**config.mk**
```make
export PLATFORM = sky130hd
export DESIGN_NAME = ckey_pixel_select
export DESIGN_NICKNAME = d
export VERILOG_FILES = /design/src/rtl/ckey_pkg.sv /design/src/rtl/ckey_regs.sv /design/src/rtl/ckey_normalize.sv /design/src/rtl/ckey_range_cmp.sv /design/src/rtl/ckey_pixel_select.sv
export SDC_FILE = /design/constraint.sdc
export NUM_CORES = 1
export LEC_CHECK = 0
export CORE_ASPECT_RATIO = 1.25
export CORE_MARGIN = 10
export CORE_UTILIZATION = 50
export CTS_BUF_LIST = sky130_fd_sc_hd__clkbuf_8
export DETAILED_ROUTE_END_ITERATION = 7
export HOLD_SLACK_MARGIN = 0.12
export PLACE_DENSITY = 0.79
export SLEW_MARGIN = 5
export SYNTH_ARGS = -nofsm -noshare
export SYNTH_HDL_FRONTEND = slang
export SYNTH_SLANG_ARGS = --single-unit
```
**constraint.sdc**
```tcl
create_clock -name clk -period 2.8 [get_ports clk]
set_input_delay 0.56 -clock clk [delete_from_list [all_inputs] [get_ports clk]]
set_output_delay 0.56 -clock clk [all_outputs]
set_load 0.03 [all_outputs]
```
**src/rtl/ckey_pkg.sv**
```systemverilog
package ckey_pkg;

  localparam int NCH = 4;

  // channel order fixes the control-bit positions
  typedef enum logic [1:0] {
    CH_PAL = 2'd0,
    CH_RED = 2'd1,
    CH_GRN = 2'd2,
    CH_BLU = 2'd3
  } chan_e;

  typedef struct packed {
    logic           invert;
    logic [NCH-1:0] force_en;
  } ctrl_t;

  localparam ctrl_t CTRL_RST = '{invert: 1'b1, force_en: '0};

  function automatic logic key_eval(logic [NCH-1:0] match, ctrl_t c);
    return (&(match | c.force_en)) ^ c.invert;
  endfunction

endpackage

```
**src/rtl/ckey_regs.sv**
```systemverilog
module ckey_regs
  import ckey_pkg::*;
#(
  parameter int DW = 8,
  parameter int AW = 4
) (
  input  logic                    clk,
  input  logic                    rst_n,
  input  logic                    wr_en,
  input  logic [AW-1:0]           wr_addr,
  input  logic [DW-1:0]           wr_data,
  output logic [NCH-1:0][DW-1:0]  lo_q,
  output logic [NCH-1:0][DW-1:0]  hi_q,
  output ctrl_t                   ctrl_q
);

  localparam int CTRL_ADDR = 2 * NCH;
  localparam int CW        = $bits(ctrl_t);

  logic [NCH-1:0] lo_hit;
  logic [NCH-1:0] hi_hit;
  logic           ctrl_hit;
  logic [DW-CW-1:0] ctrl_unused_bits;

  assign ctrl_hit         = wr_en && (wr_addr == AW'(CTRL_ADDR));
  assign ctrl_unused_bits = wr_data[DW-1:CW];

  for (genvar k = 0; k < NCH; k++) begin : g_ch
    logic [DW-1:0] lo_r;
    logic [DW-1:0] hi_r;

    assign lo_hit[k] = wr_en && (wr_addr == AW'(2 * k));
    assign hi_hit[k] = wr_en && (wr_addr == AW'(2 * k + 1));

    always_ff @(posedge clk or negedge rst_n) begin
      if (!rst_n) begin
        lo_r <= '1;
        hi_r <= '0;
      end else begin
        if (lo_hit[k]) lo_r <= wr_data;
        if (hi_hit[k]) hi_r <= wr_data;
      end
    end

    assign lo_q[k] = lo_r;
    assign hi_q[k] = hi_r;
  end

  always_ff @(posedge clk or negedge rst_n) begin
    if (!rst_n)        ctrl_q <= CTRL_RST;
    else if (ctrl_hit) ctrl_q <= ctrl_t'(wr_data[CW-1:0]);
  end

  // at most one register is addressed by any write
  a_r9_single_target: assert property (@(posedge clk) disable iff (!rst_n)
    $onehot0({lo_hit, hi_hit, ctrl_hit}));

  // a control write lands in the control register
  a_r9_ctrl_update: assert property (@(posedge clk) disable iff (!rst_n)
    ctrl_hit |=> (ctrl_q == ctrl_t'($past(wr_data[CW-1:0]))));

  // an unmapped write leaves the control word unchanged
  a_r9_unmapped_hold: assert property (@(posedge clk) disable iff (!rst_n)
    (wr_en && (wr_addr > AW'(CTRL_ADDR))) |=> $stable(ctrl_q));

endmodule

```
**src/rtl/ckey_normalize.sv**
```systemverilog
module ckey_normalize #(
  parameter int DW  = 8,
  parameter int WCW = 4
) (
  input  logic            vga_sel,
  input  logic [WCW-1:0]  ovl_width,
  input  logic [WCW-1:0]  dc_width,
  input  logic [DW-1:0]   page_reg,
  input  logic [DW-1:0]   read_mask,
  input  logic [DW-1:0]   ovl_pix,
  input  logic [DW-1:0]   vga_pix,
  input  logic [DW-1:0]   red_pix,
  input  logic [DW-1:0]   grn_pix,
  input  logic [DW-1:0]   blu_pix,
  output logic [DW-1:0]   pal_idx,
  output logic [DW-1:0]   red_n,
  output logic [DW-1:0]   grn_n,
  output logic [DW-1:0]   blu_n
);

  // width code: 0 or above DW means full width
  function automatic int width_of(logic [WCW-1:0] code);
    if (code == '0 || int'(code) > DW) return DW;
    return int'(code);
  endfunction

  function automatic logic [DW-1:0] low_mask(logic [WCW-1:0] code);
    logic [DW:0] one_up;
    one_up = {{DW{1'b0}}, 1'b1} << width_of(code);
    return DW'(one_up - 1'b1);
  endfunction

  function automatic logic [DW-1:0] left_align(logic [DW-1:0] c,
                                               logic [WCW-1:0] code);
    return DW'((c & low_mask(code)) << (DW - width_of(code)));
  endfunction

  function automatic logic [DW-1:0] pal_pack(logic [DW-1:0] ovl,
                                             logic [DW-1:0] page,
                                             logic [WCW-1:0] code);
    logic [DW-1:0] m;
    m = low_mask(code);
    return (ovl & m) | (page & ~m);
  endfunction

  logic [DW-1:0] ovl_packed;
  logic [DW-1:0] dc_low_mask;

  assign ovl_packed  = pal_pack(ovl_pix, page_reg, ovl_width);
  assign pal_idx     = (vga_sel ? vga_pix : ovl_packed) & read_mask;
  assign red_n       = left_align(red_pix, dc_width);
  assign grn_n       = left_align(grn_pix, dc_width);
  assign blu_n       = left_align(blu_pix, dc_width);
  assign dc_low_mask = ~DW'(low_mask(dc_width) << (DW - width_of(dc_width)));

  always_comb begin
    // the vacated low bits of every component are zero
    a_r7_low_zero: assert (((red_n | grn_n | blu_n) & dc_low_mask) == '0)
      else $error("R7 low bits not zero");
    // overlay upper bits come from the page register
    if (!vga_sel) begin
      a_r6_page_fill: assert ((pal_idx & ~low_mask(ovl_width)) ==
                              (page_reg & read_mask & ~low_mask(ovl_width)))
        else $error("R6 page fill wrong");
    end
    // nothing outside read_mask reaches the index
    a_r5_mask_applied: assert ((pal_idx & ~read_mask) == '0)
      else $error("R5 mask not applied");
  end

endmodule

```
**src/rtl/ckey_range_cmp.sv**
```systemverilog
module ckey_range_cmp #(
  parameter int DW = 8
) (
  input  logic [DW-1:0] val,
  input  logic [DW-1:0] lo,
  input  logic [DW-1:0] hi,
  output logic          match
);

  logic above_lo;
  logic below_hi;

  assign above_lo = (val >= lo);
  assign below_hi = (val <= hi);
  assign match    = above_lo && below_hi;

  always_comb begin
    // an inverted range holds no value
    if (lo > hi) begin
      a_r4_empty_range: assert (!match) else $error("R4 empty range matched");
    end
  end

endmodule

```
**src/rtl/ckey_pixel_select.sv**
```systemverilog
module ckey_pixel_select
  import ckey_pkg::*;
#(
  parameter int DW = 8,
  parameter int AW = 4,
  localparam int WCW = $clog2(DW + 1)
) (
  input  logic              clk,
  input  logic              rst_n,
  input  logic              cfg_wr,
  input  logic [AW-1:0]     cfg_addr,
  input  logic [DW-1:0]     cfg_wdata,
  input  logic              vga_sel,
  input  logic [DW-1:0]     page_reg,
  input  logic [DW-1:0]     read_mask,
  input  logic [WCW-1:0]    ovl_width,
  input  logic [WCW-1:0]    dc_width,
  input  logic              pix_valid,
  input  logic [DW-1:0]     ovl_pix,
  input  logic [DW-1:0]     vga_pix,
  input  logic [DW-1:0]     red_pix,
  input  logic [DW-1:0]     grn_pix,
  input  logic [DW-1:0]     blu_pix,
  input  logic              win_match,
  output logic              out_valid,
  output logic              out_palette,
  output logic [3*DW-1:0]   out_pix
);

  localparam int PW = 3 * DW;

  logic [NCH-1:0][DW-1:0] lo_q;
  logic [NCH-1:0][DW-1:0] hi_q;
  ctrl_t                  ctrl;
  logic [NCH-1:0][DW-1:0] cmp_val;
  logic [NCH-1:0]         ch_match;
  logic [DW-1:0]          pal_idx, red_n, grn_n, blu_n;
  logic                   key_hit;
  logic                   pick_pal;
  logic [PW-1:0]          pix_next;

  ckey_regs #(.DW(DW), .AW(AW)) u_regs (
    .clk     (clk),
    .rst_n   (rst_n),
    .wr_en   (cfg_wr),
    .wr_addr (cfg_addr),
    .wr_data (cfg_wdata),
    .lo_q    (lo_q),
    .hi_q    (hi_q),
    .ctrl_q  (ctrl)
  );

  ckey_normalize #(.DW(DW), .WCW(WCW)) u_norm (
    .vga_sel   (vga_sel),
    .ovl_width (ovl_width),
    .dc_width  (dc_width),
    .page_reg  (page_reg),
    .read_mask (read_mask),
    .ovl_pix   (ovl_pix),
    .vga_pix   (vga_pix),
    .red_pix   (red_pix),
    .grn_pix   (grn_pix),
    .blu_pix   (blu_pix),
    .pal_idx   (pal_idx),
    .red_n     (red_n),
    .grn_n     (grn_n),
    .blu_n     (blu_n)
  );

  assign cmp_val[CH_PAL] = pal_idx;
  assign cmp_val[CH_RED] = red_n;
  assign cmp_val[CH_GRN] = grn_n;
  assign cmp_val[CH_BLU] = blu_n;

  for (genvar k = 0; k < NCH; k++) begin : g_cmp
    ckey_range_cmp #(.DW(DW)) u_cmp (
      .val   (cmp_val[k]),
      .lo    (lo_q[k]),
      .hi    (hi_q[k]),
      .match (ch_match[k])
    );

    // a reported match lies inside the inclusive bounds
    a_r1_match_bounds: assert property (@(posedge clk) disable iff (!rst_n)
      ch_match[k] |-> (cmp_val[k] >= lo_q[k] && cmp_val[k] <= hi_q[k]));
  end

  assign key_hit  = key_eval(ch_match, ctrl);
  assign pick_pal = win_match | key_hit;
  assign pix_next = pick_pal ? {{(2*DW){1'b0}}, pal_idx}
                             : {red_n, grn_n, blu_n};

  always_ff @(posedge clk or negedge rst_n) begin
    if (!rst_n) begin
      out_valid   <= 1'b0;
      out_palette <= 1'b1;
      out_pix     <= '0;
    end else begin
      out_valid   <= pix_valid;
      out_palette <= pick_pal;
      out_pix     <= pix_next;
    end
  end

  // a window match always shows the palette path one cycle later
  a_r8_window_forces: assert property (@(posedge clk) disable iff (!rst_n)
    win_match |=> out_palette);

  // all channels forced leaves only the inversion bit in control
  a_r2_all_forced: assert property (@(posedge clk) disable iff (!rst_n)
    ((&ctrl.force_en) && !win_match) |=> (out_palette == !$past(ctrl.invert)));

  // valid travels with one register of delay
  a_r10_valid_delay: assert property (@(posedge clk) disable iff (!rst_n)
    pix_valid |=> out_valid);

  // palette words carry nothing above the index
  a_r10_pal_upper_zero: assert property (@(posedge clk) disable iff (!rst_n)
    out_palette |-> (out_pix[PW-1:DW] == '0));

  // the first cycle out of reset shows the palette path
  a_r3_reset_palette: assert property (@(posedge clk) disable iff (!rst_n)
    $rose(rst_n) |-> (out_palette && !out_valid));

endmodule

```
==> results of run 1 <==
[final timing paths]
path	start	endpoint	slack (ns)	cells past startpoint
min	rst_n	out_pix[21]$_DFF_PN0_	0.22	1
min in group clk	u_regs.g_ch[0].hi_r[4]$_DFFE_PN0P_	u_regs.g_ch[0].hi_r[4]$_DFFE_PN0P_	0.52	1
min reg2reg	u_regs.g_ch[0].hi_r[4]$_DFFE_PN0P_	u_regs.g_ch[0].hi_r[4]$_DFFE_PN0P_	0.52	1
max reg2reg	u_regs.g_ch[0].lo_r[6]$_DFFE_PN1P_	out_pix[3]$_DFF_PN0_	-0.35	12
max	dc_width[3]	out_pix[3]$_DFF_PN0_	-2.06	23
max in group asynchronous	rst_n	u_regs.g_ch[0].lo_r[5]$_DFFE_PN1P_	1.85	2
[per-layer routing]
| metal | vias to the layer above | global-route usage | wire length [um] |
|---|---|---|---|
| met1 | 3120 | 0.287 | 8950 |
| met4 | 0 | 0.0962 | 730 |
| met2 | 241 | 0.452 | 12300 |
| li1 | 3017 | - | - |
| met3 | 53 | 0.0439 | 1340 |
| met5 | - | 0 | 0 |
[worst max-delay path, delay by kind of cell]
| family | cells | cell delay [ns] |
|---|---|---|
| AOI/OAI and AO/OA | 6 | 1.33 |
| and+or+nand+nor | 6 | 0.96 |
| muxes | 2 | 0.86 |
| adders and majority gates | 4 | 0.74 |
| buffers and inverters | 5 | 0.63 |
[cell usage in the layout, fill, tap and decap left out, types with 11 or more instances in the layout]
cell and instances:
dfstp_2 34, nor2_1 30, nand2_1 59, nand3_1 27
mux2_2 45, clkdlybuf4s50_1 101, inv_1 71, o211ai_1 11
o21ai_1 11, o21ai_0 55, a21oi_1 18, buf_4 144
ha_1 63, dfrtp_1 61
[where the power goes]
group / switching (mW) / internal [mW] / total (mW)
Clock: 0.507 / 0.351 / 0.858
Sequential: 0.137 / 1.74 / 1.88
Combinational: 1.30 / 1.27 / 2.57
[logic make-up (layout without fill, tap and decap cells)]
group | Yosys count | after routing | share of synthesized area
muxes | 67 | 67 | 0.118
other | 1 | 1 | 0.000569
AOI/OAI and AO/OA | 167 | 167 | 0.167
adders and majority gates | 71 | 71 | 0.135
DFF | 95 | 95 | 0.367
xor gates and xnor gates | 2 | 2 | 0.00266
buffers and inverters | 103 | 351 | 0.0613
and+or+nand+nor | 203 | 203 | 0.148
[synth_stat cells, types with 3 or more instances]
master	n	area share
nand2b_1	8	0.0076
ha_1	71	0.13
o21ai_0	67	0.051
nor3_1	18	0.014
nor4_1	3	0.0028
nand3_1	28	0.021
dfrtp_1	61	0.23
a21o_1	10	0.011
nand3b_1	7	0.0080
a21oi_1	20	0.015
nor3b_1	4	0.0046
o211ai_1	11	0.013
o21a_1	9	0.010
a31oi_1	7	0.0066
a211oi_1	6	0.0068
clkbuf_1	26	0.015
mux2_2	52	0.089
nor2b_1	12	0.011
and2_1	5	0.0047
mux2i_1	10	0.015
nand4_1	3	0.0028
nor2_1	39	0.022
nand2_1	62	0.035
inv_1	71	0.040
a22oi_1	4	0.0046
mux4_2	3	0.010
dfstp_2	34	0.14
and3_1	8	0.0076
[through the flow]
stage / total power [mW] / hold WS, ns / setup TNS [ns] / utilization / instance area (um^2)
after floorplan: 3.12 / 0.264 / -59.07 / - / 6710
after global placement: 4.01 / 0.492 / -77.51 / 0.696 / 8900
after detailed placement: 4.14 / 0.500 / -80.60 / 0.696 / 8900
after CTS: 5.17 / 0.241 / -51.70 / 0.737 / 9420
after global routing: 5.62 / 0.257 / -53.68 / 0.750 / 9590
final: 5.31 / 0.222 / -49.86 / 0.750 / 9590
[state kept, by name (all words and copies together), names as in the netlist]
signal            cells
u_regs.g_ch.lo_r     32
out_valid             1
u_regs.g_ch.hi_r     32
u_regs.ctrl_q         5
out_pix              24
out_palette           1
[repair_timing]
item                       4_1_cts  5_1_grt
gates resized for setup         72       41
setup endpoints to repair       25       25
cloned                           0        1
pin swaps                       20       22
buffers inserted                15        7
[layout make-up]
cell class | instances | area [um^2] | share of cell area
multi-input cells | 511 | 4180 | 0.436
flip-flops and latches | 95 | 2420 | 0.252
repair buffers | 262 | 2310 | 0.241
inverters | 73 | 282 | 0.0294
well taps | 168 | 210 | 0.0219
clock buffers | 10 | 138 | 0.0144
clock inverters | 6 | 42.5 | 0.00444
==> metrics.txt, run 1 <==
DR pass1 iterations=5; syn nets=862; most frequent CP cell=ha_4; required time worst endpoint=3.05 ns; HP Class=in -> async; pin count of the biggest net entering global routing=between 50 and 60; PwrDens=554 nW/um^2; Post-Place Worst Slack=-3.32 ns; Antenna diodes=0; Final Critical Period=about 5 ns; Worst-path clk slew=0.09 ns; Slowest cell on crit path=mux4_2; Cells after DPL=1091; layout cell share with drive strength beyond 1=0.347; Core ar.=12800 um^2; CTS tree=built; Crit. End Element=register; Starting DRT DRC Count=between 300 and 400; Worst Max-Slew Pin Slew=0.688 ns; EDFF count, synth=0; Slew HR=0.542; Residual DRC=0; GP Congestion=0.985; Vias per Instance=5.72; vias=6431; Max FO, Critical Path=8; first-pass GRT wire length=36100 um; FP Rows=46; ys async rst share=1.00; Max H-tree Level=3; Overflow after GRT=0; Die Wd=approximately 120 um; pins over their slew limit=0; status=finished with violations; Yosys reg bits=95; Main synth FF type=dfrtp_1; CTS Root Cell=clkbuf_8; area grow syn2layout=45.5%; area of the mapped netlist=6590 um^2; DP HPWL=17900 um; Fin. Hold Viols=0; Final ANT Viol Nets=0; Port Buf Inserts=about 110; Initial Util=0.516; vias in the first global route=~6800; DIE AREA=around 18000 um^2; final worst path period share=1.73; mean routed wirelength per cell=20.7 um; Max-Cap Viols=0; chip height=148 um; kind of critical path=in -> reg; I/O Pins=108; Num CTS Buffers=9; Cell variety after synth=62; part of the Yosys area used for sequential elements=0.367; Clk Latency, worst-skew pair=~0.37 ns; # nets final=approximately 1100; RSZ-0062 raised after global routing=true; Bufs on Longest Clock Path=2; Max stage delay on crit path=roughly 0.55 ns; Ys Warns=0; critical path launch point type=input port; Fill cells=912; hold_buf cts=0; initial antenna violation count=0; GRT Util Overall=0.252; Mapped Cells=between 700 and 800; WP data arrival=5.11 ns; Post-Route WL=23300 um; post-route setup slack=-2.06 ns; setup violators final=25; Max Clk Rate=0.206 GHz; # clock sinks=95; Non-Filler Instances=roughly 1100; Mean Syn Cell Area=slightly above 9 um^2; Max VDD drop=0.478 mV; violated checks=negative setup slack; P_leak=4.45 nW; Fin Clk Skew=0.0117 ns; cell breakdown of the critical path=buf_8 > nor2b_4 > clkinv_4 > ha_4 > ha_4 > nand2_4 > ha_4 > buf_6 > or3b_4 > a211oi_4 > o32ai_2 > and2_4 > a32o_1 > mux4_2 > ha_4 > a211o_1 > a31o_2 > nand4_1 > buf_4 > nor3_4 > a2111oi_4 > buf_6 > mux2_4
(Power assumes the default switching activity.)
==> run 2: changes to the inputs <==
CAP_MARGIN = 20   (was unset)
==> results of run 2 <==
The final DEF is identical to that of run 1; final timing and power are the same.
